## src/rtl/lvic_pkg.sv

```systemverilog
package lvic_pkg;
  localparam int LVL_W = 3;
  localparam int PRI_W = 3;
  localparam int RANK_W = PRI_W + 1;
  localparam int VEC_W = 8;
  localparam logic [VEC_W-1:0] VEC_BASE = 8'd64;
  localparam logic [VEC_W-1:0] SPUR_VEC = 8'd24;
  // programmable rank is {pri,0}; 7 sits between pri 3 (6) and pri 4 (8)
  localparam logic [RANK_W-1:0] PIN_RANK = 4'd7;
endpackage

```

## src/rtl/lvic_cfg_bank.sv

```systemverilog
module lvic_cfg_bank
  import lvic_pkg::*;
#(
  parameter int NUM_PROG = 49,
  parameter int NUM_LVL  = 7,
  parameter int SRC_W    = 6
) (
  input  logic                             clk,
  input  logic                             rst_n,
  input  logic                             cfg_wr,
  input  logic [SRC_W-1:0]                 cfg_src,
  input  logic [LVL_W-1:0]                 cfg_lvl,
  input  logic [PRI_W-1:0]                 cfg_pri,
  input  logic                             cfg_msk,
  input  logic                             glb_wr,
  input  logic                             glb_mask_all,
  output logic [NUM_PROG-1:0][LVL_W-1:0]   lvl_q,
  output logic [NUM_PROG-1:0][PRI_W-1:0]   pri_q,
  output logic [NUM_PROG+NUM_LVL-1:0]      mask_q,
  output logic                             mask_all_q
);
  localparam int NUM_SRC = NUM_PROG + NUM_LVL;

  for (genvar g = 0; g < NUM_PROG; g++) begin : g_prog
    always_ff @(posedge clk) begin
      if (!rst_n) begin
        lvl_q[g] <= LVL_W'(1);
        pri_q[g] <= '0;
      end else if (cfg_wr && cfg_src == SRC_W'(g)) begin
        lvl_q[g] <= cfg_lvl;
        pri_q[g] <= cfg_pri;
      end
    end
  end

  for (genvar g = 0; g < NUM_SRC; g++) begin : g_mask
    always_ff @(posedge clk) begin
      if (!rst_n)
        mask_q[g] <= 1'b1;
      else if (cfg_wr && cfg_src == SRC_W'(g))
        mask_q[g] <= cfg_msk;
    end
  end

  always_ff @(posedge clk) begin
    if (!rst_n)
      mask_all_q <= 1'b0;
    else if (glb_wr)
      mask_all_q <= glb_mask_all;
  end
endmodule

```

## src/rtl/lvic_arbiter.sv

```systemverilog
module lvic_arbiter
  import lvic_pkg::*;
#(
  parameter int NUM_PROG = 49,
  parameter int NUM_LVL  = 7,
  parameter int SRC_W    = 6
) (
  input  logic [NUM_PROG-1:0]              prog_req,
  input  logic [NUM_LVL-1:0]               pin_req,
  input  logic [NUM_PROG-1:0][LVL_W-1:0]   lvl_q,
  input  logic [NUM_PROG-1:0][PRI_W-1:0]   pri_q,
  input  logic [NUM_PROG+NUM_LVL-1:0]      mask_q,
  input  logic                             mask_all_q,
  output logic                             win_valid,
  output logic [LVL_W-1:0]                 win_lvl,
  output logic [SRC_W-1:0]                 win_src,
  output logic                             wake
);
  localparam int NUM_SRC = NUM_PROG + NUM_LVL;
  localparam int KEY_W   = LVL_W + RANK_W;

  logic [NUM_SRC-1:0]            live;
  logic [NUM_SRC-1:0][KEY_W-1:0] key;

  for (genvar g = 0; g < NUM_PROG; g++) begin : g_pkey
    assign live[g] = prog_req[g] & ~mask_q[g] & ~mask_all_q & (lvl_q[g] != '0);
    assign key[g]  = {lvl_q[g], pri_q[g], 1'b0};
  end

  for (genvar k = 0; k < NUM_LVL; k++) begin : g_fkey
    assign live[NUM_PROG+k] = pin_req[k] & ~mask_q[NUM_PROG+k] & ~mask_all_q;
    assign key[NUM_PROG+k]  = {LVL_W'(k + 1), PIN_RANK};
  end

  assign wake = |live;

  logic [KEY_W-1:0] best_key;
  logic [SRC_W-1:0] best_idx;
  logic             found;

  // ascending scan with strict compare keeps the lower number on a tie
  always_comb begin
    best_key = '0;
    best_idx = '0;
    found    = 1'b0;
    for (int i = 0; i < NUM_SRC; i++) begin
      if (live[i] && (!found || key[i] > best_key)) begin
        best_key = key[i];
        best_idx = SRC_W'(i);
        found    = 1'b1;
      end
    end
  end

  assign win_valid = found;
  assign win_lvl   = best_key[KEY_W-1:RANK_W];
  assign win_src   = best_idx;
endmodule

```

## src/rtl/lvic_ack_unit.sv

```systemverilog
module lvic_ack_unit
  import lvic_pkg::*;
#(
  parameter int SRC_W = 6
) (
  input  logic             clk,
  input  logic             rst_n,
  input  logic             win_valid,
  input  logic [LVL_W-1:0] win_lvl,
  input  logic [SRC_W-1:0] win_src,
  input  logic             hw_iack,
  input  logic             sw_iack,
  output logic [LVL_W-1:0] cur_level,
  output logic [VEC_W-1:0] cur_vector,
  output logic [VEC_W-1:0] ack_vector,
  output logic             hw_ack_vld,
  output logic             sw_ack_vld
);
  always_ff @(posedge clk) begin
    if (!rst_n) begin
      cur_level  <= '0;
      cur_vector <= SPUR_VEC;
    end else if (win_valid) begin
      cur_level  <= win_lvl;
      cur_vector <= VEC_BASE + VEC_W'(win_src);
    end else begin
      cur_level  <= '0;
      cur_vector <= SPUR_VEC;
    end
  end

  always_ff @(posedge clk) begin
    if (!rst_n) begin
      ack_vector <= SPUR_VEC;
      hw_ack_vld <= 1'b0;
      sw_ack_vld <= 1'b0;
    end else begin
      hw_ack_vld <= hw_iack;
      sw_ack_vld <= sw_iack;
      if (hw_iack || sw_iack)
        ack_vector <= cur_vector;
    end
  end
endmodule

```

## src/rtl/lvic_top.sv

```systemverilog
module lvic_top
  import lvic_pkg::*;
#(
  parameter int NUM_PROG = 49,
  parameter int NUM_LVL  = 7,
  localparam int NUM_SRC = NUM_PROG + NUM_LVL,
  localparam int SRC_W   = $clog2(NUM_SRC)
) (
  input  logic                clk,
  input  logic                rst_n,
  input  logic [NUM_PROG-1:0] prog_req,
  input  logic [NUM_LVL-1:0]  pin_req,
  input  logic                cfg_wr,
  input  logic [SRC_W-1:0]    cfg_src,
  input  logic [2:0]          cfg_lvl,
  input  logic [2:0]          cfg_pri,
  input  logic                cfg_msk,
  input  logic                glb_wr,
  input  logic                glb_mask_all,
  input  logic                hw_iack,
  input  logic                sw_iack,
  output logic                wake,
  output logic [2:0]          cur_level,
  output logic [7:0]          cur_vector,
  output logic [7:0]          ack_vector,
  output logic                hw_ack_vld,
  output logic                sw_ack_vld
);
  logic [NUM_PROG-1:0][LVL_W-1:0] lvl_q;
  logic [NUM_PROG-1:0][PRI_W-1:0] pri_q;
  logic [NUM_SRC-1:0]             mask_q;
  logic                           mask_all_q;
  logic                           win_valid;
  logic [LVL_W-1:0]               win_lvl;
  logic [SRC_W-1:0]               win_src;

  lvic_cfg_bank #(.NUM_PROG(NUM_PROG), .NUM_LVL(NUM_LVL), .SRC_W(SRC_W)) u_cfg (
    .clk, .rst_n, .cfg_wr, .cfg_src, .cfg_lvl, .cfg_pri, .cfg_msk,
    .glb_wr, .glb_mask_all, .lvl_q, .pri_q, .mask_q, .mask_all_q
  );

  lvic_arbiter #(.NUM_PROG(NUM_PROG), .NUM_LVL(NUM_LVL), .SRC_W(SRC_W)) u_arb (
    .prog_req, .pin_req, .lvl_q, .pri_q, .mask_q, .mask_all_q,
    .win_valid, .win_lvl, .win_src, .wake
  );

  lvic_ack_unit #(.SRC_W(SRC_W)) u_ack (
    .clk, .rst_n, .win_valid, .win_lvl, .win_src, .hw_iack, .sw_iack,
    .cur_level, .cur_vector, .ack_vector, .hw_ack_vld, .sw_ack_vld
  );
endmodule

```

## config.mk

```make
export PLATFORM = sky130hd
export DESIGN_NAME = lvic_top
export DESIGN_NICKNAME = d
export VERILOG_FILES = /design/src/rtl/lvic_pkg.sv /design/src/rtl/lvic_cfg_bank.sv /design/src/rtl/lvic_arbiter.sv /design/src/rtl/lvic_ack_unit.sv /design/src/rtl/lvic_top.sv
export SDC_FILE = /design/constraint.sdc
export NUM_CORES = 2
export LEC_CHECK = 0
export BUFFER_PORTS_ARGS = -buffer_cell sky130_fd_sc_hd__buf_2
export CORE_MARGIN = 1.5
export CORE_UTILIZATION = 60
export CTS_CLUSTER_SIZE = 30
export DETAILED_ROUTE_END_ITERATION = 10
export GPL_TIMING_DRIVEN = 1
export PLACE_DENSITY = 0.77
export SETUP_SLACK_MARGIN = 0.02
export SKIP_CTS_REPAIR_TIMING = 1
export SYNTH_ARGS = -nofsm -noshare
export SYNTH_HDL_FRONTEND = slang
export SYNTH_HIERARCHICAL = 1
export SYNTH_SLANG_ARGS = --single-unit
export TNS_END_PERCENT = 20
```

## constraint.sdc

```tcl
create_clock -name clk -period 141.7 [get_ports clk]
set_clock_uncertainty 0.1 [all_clocks]
set_input_delay 28.34 -clock clk [delete_from_list [all_inputs] [get_ports clk]]
set_output_delay 28.34 -clock clk [all_outputs]
set_load 0.03 [all_outputs]
```

==> results.sh <==
export IMPL_fillers=4543
export IMPL_stdcell_count=4676
export IMPL_grtUsageMet3_pct=3.97
export IMPL_vdd_drop_max_uv=7.02
export IMPL_std_cell_rows=84
export IMPL_relSlewSlack_pct=16.5
export IMPL_place_area_um2=32400
export IMPL_die_x_um=233
export IMPL_hold_path_end="u_ack/ack_vector[5]$_SDFFE_PN0P_"
export IMPL_htreeDepth=2
export IMPL_tns_ns=0
export IMPL_cts_sinks=370
export IMPL_cap_violations=0
export IMPL_crit_arrival_ns=125.91
export IMPL_coreArea_um2=52600
export IMPL_antenna_found_initial=8
export IMPL_rsz0062_at_grt="no"
export IMPL_grt_overflow=0
export IMPL_rr_endpoint="u_ack/cur_vector[3]$_SDFF_PN1_"
export IMPL_reg2reg_slack_ns=43.50
export IMPL_p_per_area_nw_per_um2=7.44
export IMPL_regArea_um2=7410
export IMPL_ys_ff_latch=370
export IMPL_setup_ws_ns=16.11
export IMPL_slew_viol_final=0
export IMPL_drt_first_pass_iters=6
export IMPL_leakage_nw=15.5
export IMPL_grt_pass1_wl_um=145000
export IMPL_cp_num_buf_inv=19
export IMPL_cts_root_buf="clkbuf_16"
export IMPL_fmax_mhz=7.96
export IMPL_drtIter0Drc=2748
export IMPL_clk_latency_ns=0.57
export IMPL_dp_cells=4602
export IMPL_ant_nets=0
export IMPL_whs_path_depth=2
export IMPL_fp_dieH_um=233
export IMPL_synth_edff_count=0
export IMPL_avgSynthCellArea_um2=8.02
export IMPL_initial_core_util_pct=60.6
export IMPL_slowest_stage="o41ai_1"
export IMPL_setup_violations=0
export IMPL_gr_usage_met1_pct=44.6
export IMPL_path_clk_slew_ns=0.06
export IMPL_synthCells=3973
export IMPL_vias=29900
export IMPL_avgRoutedWirePerCell_um=19.3
export IMPL_mostFrequentLayoutCells="nand2_1 (567), mux2i_1 (385), dfxtp_1 (369)"
export IMPL_hold_start="u_ack/ack_vector[5]$_SDFFE_PN0P_"
export IMPL_crit_type="input port to register"
export IMPL_drive_gt1_share_pct=11.3
export IMPL_fin_nets=4237
export IMPL_cts_tree="built"
export IMPL_holdCritPathClass="register to register"
export IMPL_syn2layout_area_growth_pct=5.53
export IMPL_grt_pass1_vias=27700
export IMPL_avgViaCountPerCell=6.40
export IMPL_synth_seq_area_share_pct=23.2
export IMPL_power_w=0.000250
export IMPL_grtUsageTotal_pct=32.4
export IMPL_design_area_um2=33600
export IMPL_ff2ff_path_depth=414
export IMPL_pre_cts_slack_ns=17.62
export IMPL_outcome="completed"
export IMPL_clockBufferDepth=3
export IMPL_crit_top_cell="ha_1"
export IMPL_end_kind="register"
export IMPL_synth_async_sr_flop_share_pct=0
export IMPL_r2r_start="u_cfg/mask_all_q$_SDFFE_PN0P_"
export IMPL_crit_family="compound AO/OA/AOI/OAI gates"
export IMPL_synth_cell_types=151
export IMPL_start_kind="input port"
export IMPL_synth_ff_type="dfxtp_1"
export IMPL_dieArea_um2=54500
export IMPL_num_io_pins=98
export IMPL_port_buffer_count=95
export IMPL_period_minus_slack_ns=125.59
export IMPL_tightest_slew_ns=1.24
export IMPL_required_ns=142.02
export IMPL_cp_max_fo=18
export IMPL_yosys_warnings=6
export IMPL_hold_viol=0
export IMPL_syn_area_um2=31900
export IMPL_slowest_delay_ns=1.05
export IMPL_fin_crit_sh_pct=88.6
export IMPL_grt_max_degree=144
export IMPL_wl_um=90300
export IMPL_hpwl_um=65900
export IMPL_cts_buffers=39
export IMPL_grt_met2_usage_pct=51.9
export IMPL_place_congestion=0.962
export IMPL_layout_commonest_cell="nand2_1"
export IMPL_drc=0
export IMPL_busiest_layer="met2"
export IMPL_multiInputGateArea_um2=22600
worst max path at each step:
stage,start,slack (ns),endpoint,cells after the start
5_1_grt,prog_req[0],7.81,u_ack/cur_vector[3]$_SDFF_PN1_,421
6_report,prog_req[0],16.11,u_ack/cur_vector[3]$_SDFF_PN1_,415
3_5_place_dp,prog_req[0],17.62,u_ack/cur_vector[3]$_SDFF_PN1_,419
4_1_cts,prog_req[0],17.70,u_ack/cur_vector[3]$_SDFF_PN1_,416
2_1_floorplan,prog_req[0],28.71,u_ack/cur_level[0]$_SDFF_PN0_,447
3_3_place_gp,prog_req[0],19.26,u_ack/cur_vector[3]$_SDFF_PN1_,414
layout make-up:
cell class,count,share of cell area [%]
antenna,8,0.0595
clock buffer,47,3.14
clock inverter,19,0.517
sequential,370,22.0
inverter,225,2.51
multi-input combinational,3201,67.2
timing repair buffer,118,1.96
tap,688,2.56
per-layer routing:
layer	up-vias	share of wire, %	wire, um
li1	14400	-	-
met1	14200	45	40800
met2	1099	45	40300
met3	168	6.4	5790
met4	0	3.7	3360
met5	-	0	0
cell usage after synthesis, types with 15 or more instances:
library cell / number / area (um2)
nor3_1: 77 / 385
dfxtp_1: 370 / 7410
buf_4: 39 / 293
a31o_2: 15 / 131
buf_6: 21 / 236
o22ai_1: 15 / 93.8
nor2_1: 223 / 837
nor2b_1: 88 / 551
a21oi_1: 148 / 741
o21ai_1: 27 / 135
and2_1: 38 / 238
o21a_1: 29 / 218
nand2_2: 34 / 213
nor3b_1: 16 / 120
inv_1: 224 / 841
mux2_2: 52 / 586
nand3_1: 155 / 776
or3_1: 50 / 313
and4_1: 18 / 158
a31oi_1: 55 / 344
o31ai_1: 20 / 150
buf_2: 21 / 105
xnor2_1: 47 / 412
a211oi_1: 21 / 158
nor4b_1: 20 / 175
or2_2: 15 / 93.8
ha_1: 206 / 2580
nand2b_1: 28 / 175
nand2_1: 572 / 2150
nand4_1: 40 / 250
clkbuf_1: 80 / 300
mux2i_1: 385 / 3850
a21o_1: 47 / 353
o211ai_1: 48 / 360
and3_1: 49 / 307
xor2_1: 16 / 140
o21ai_0: 199 / 996
flip-flops by register name, indices dropped and copies added (netlist names):
register / flops
u_ack/hw_ack_vld: 1
u_ack/ack_vector: 7
u_cfg/mask_q: 56
u_ack/sw_ack_vld: 1
u_cfg/pri_q: 147
u_ack/cur_vector: 7
u_ack/cur_level: 3
u_cfg/lvl_q: 147
u_cfg/mask_all_q: 1
worst reg2reg max path, delay by kind of cell (launching register included):
kind	cells	cell delay, ns
buf+inv	18	1.65
mux	29	8.82
flops	1	0.44
fa+ha+maj	52	15.71
compound gates	201	49.96
simple gates	114	21.43
kinds of logic after synthesis:
logic type               after synthesis  synth area share (%)
XOR/XNOR                              65                  1.87
adder cells (fa/ha/maj)              217                  8.44
other                                  1                0.0118
buffers and inverters                403                  5.95
AND/OR/NAND/NOR                     1558                  25.2
multiplexers                         453                  14.6
flip-flops                           370                  23.2
AO/OA/AOI/OAI                        906                  20.7
report_power, final:
group	switching, W	internal (W)
clock	0.0000446	0.0000570
sequential	0.000000762	0.000105
combinational	0.0000272	0.0000160
total	0.0000726	0.000178
per-stage QoR:
| stage | util, % | hold WS, ns |
|---|---|---|
| 6_report | 64.0 | 0.359 |
| 5_1_grt | 64.0 | 0.373 |
| 4_1_cts | 63.9 | 0.362 |
| 3_5_place_dp | 61.6 | 0.351 |
| 3_3_place_gp | 61.6 | 0.345 |
| 2_1_floorplan | - | 0.334 |
No activity file was read; power rests on OpenSTA's default activity.
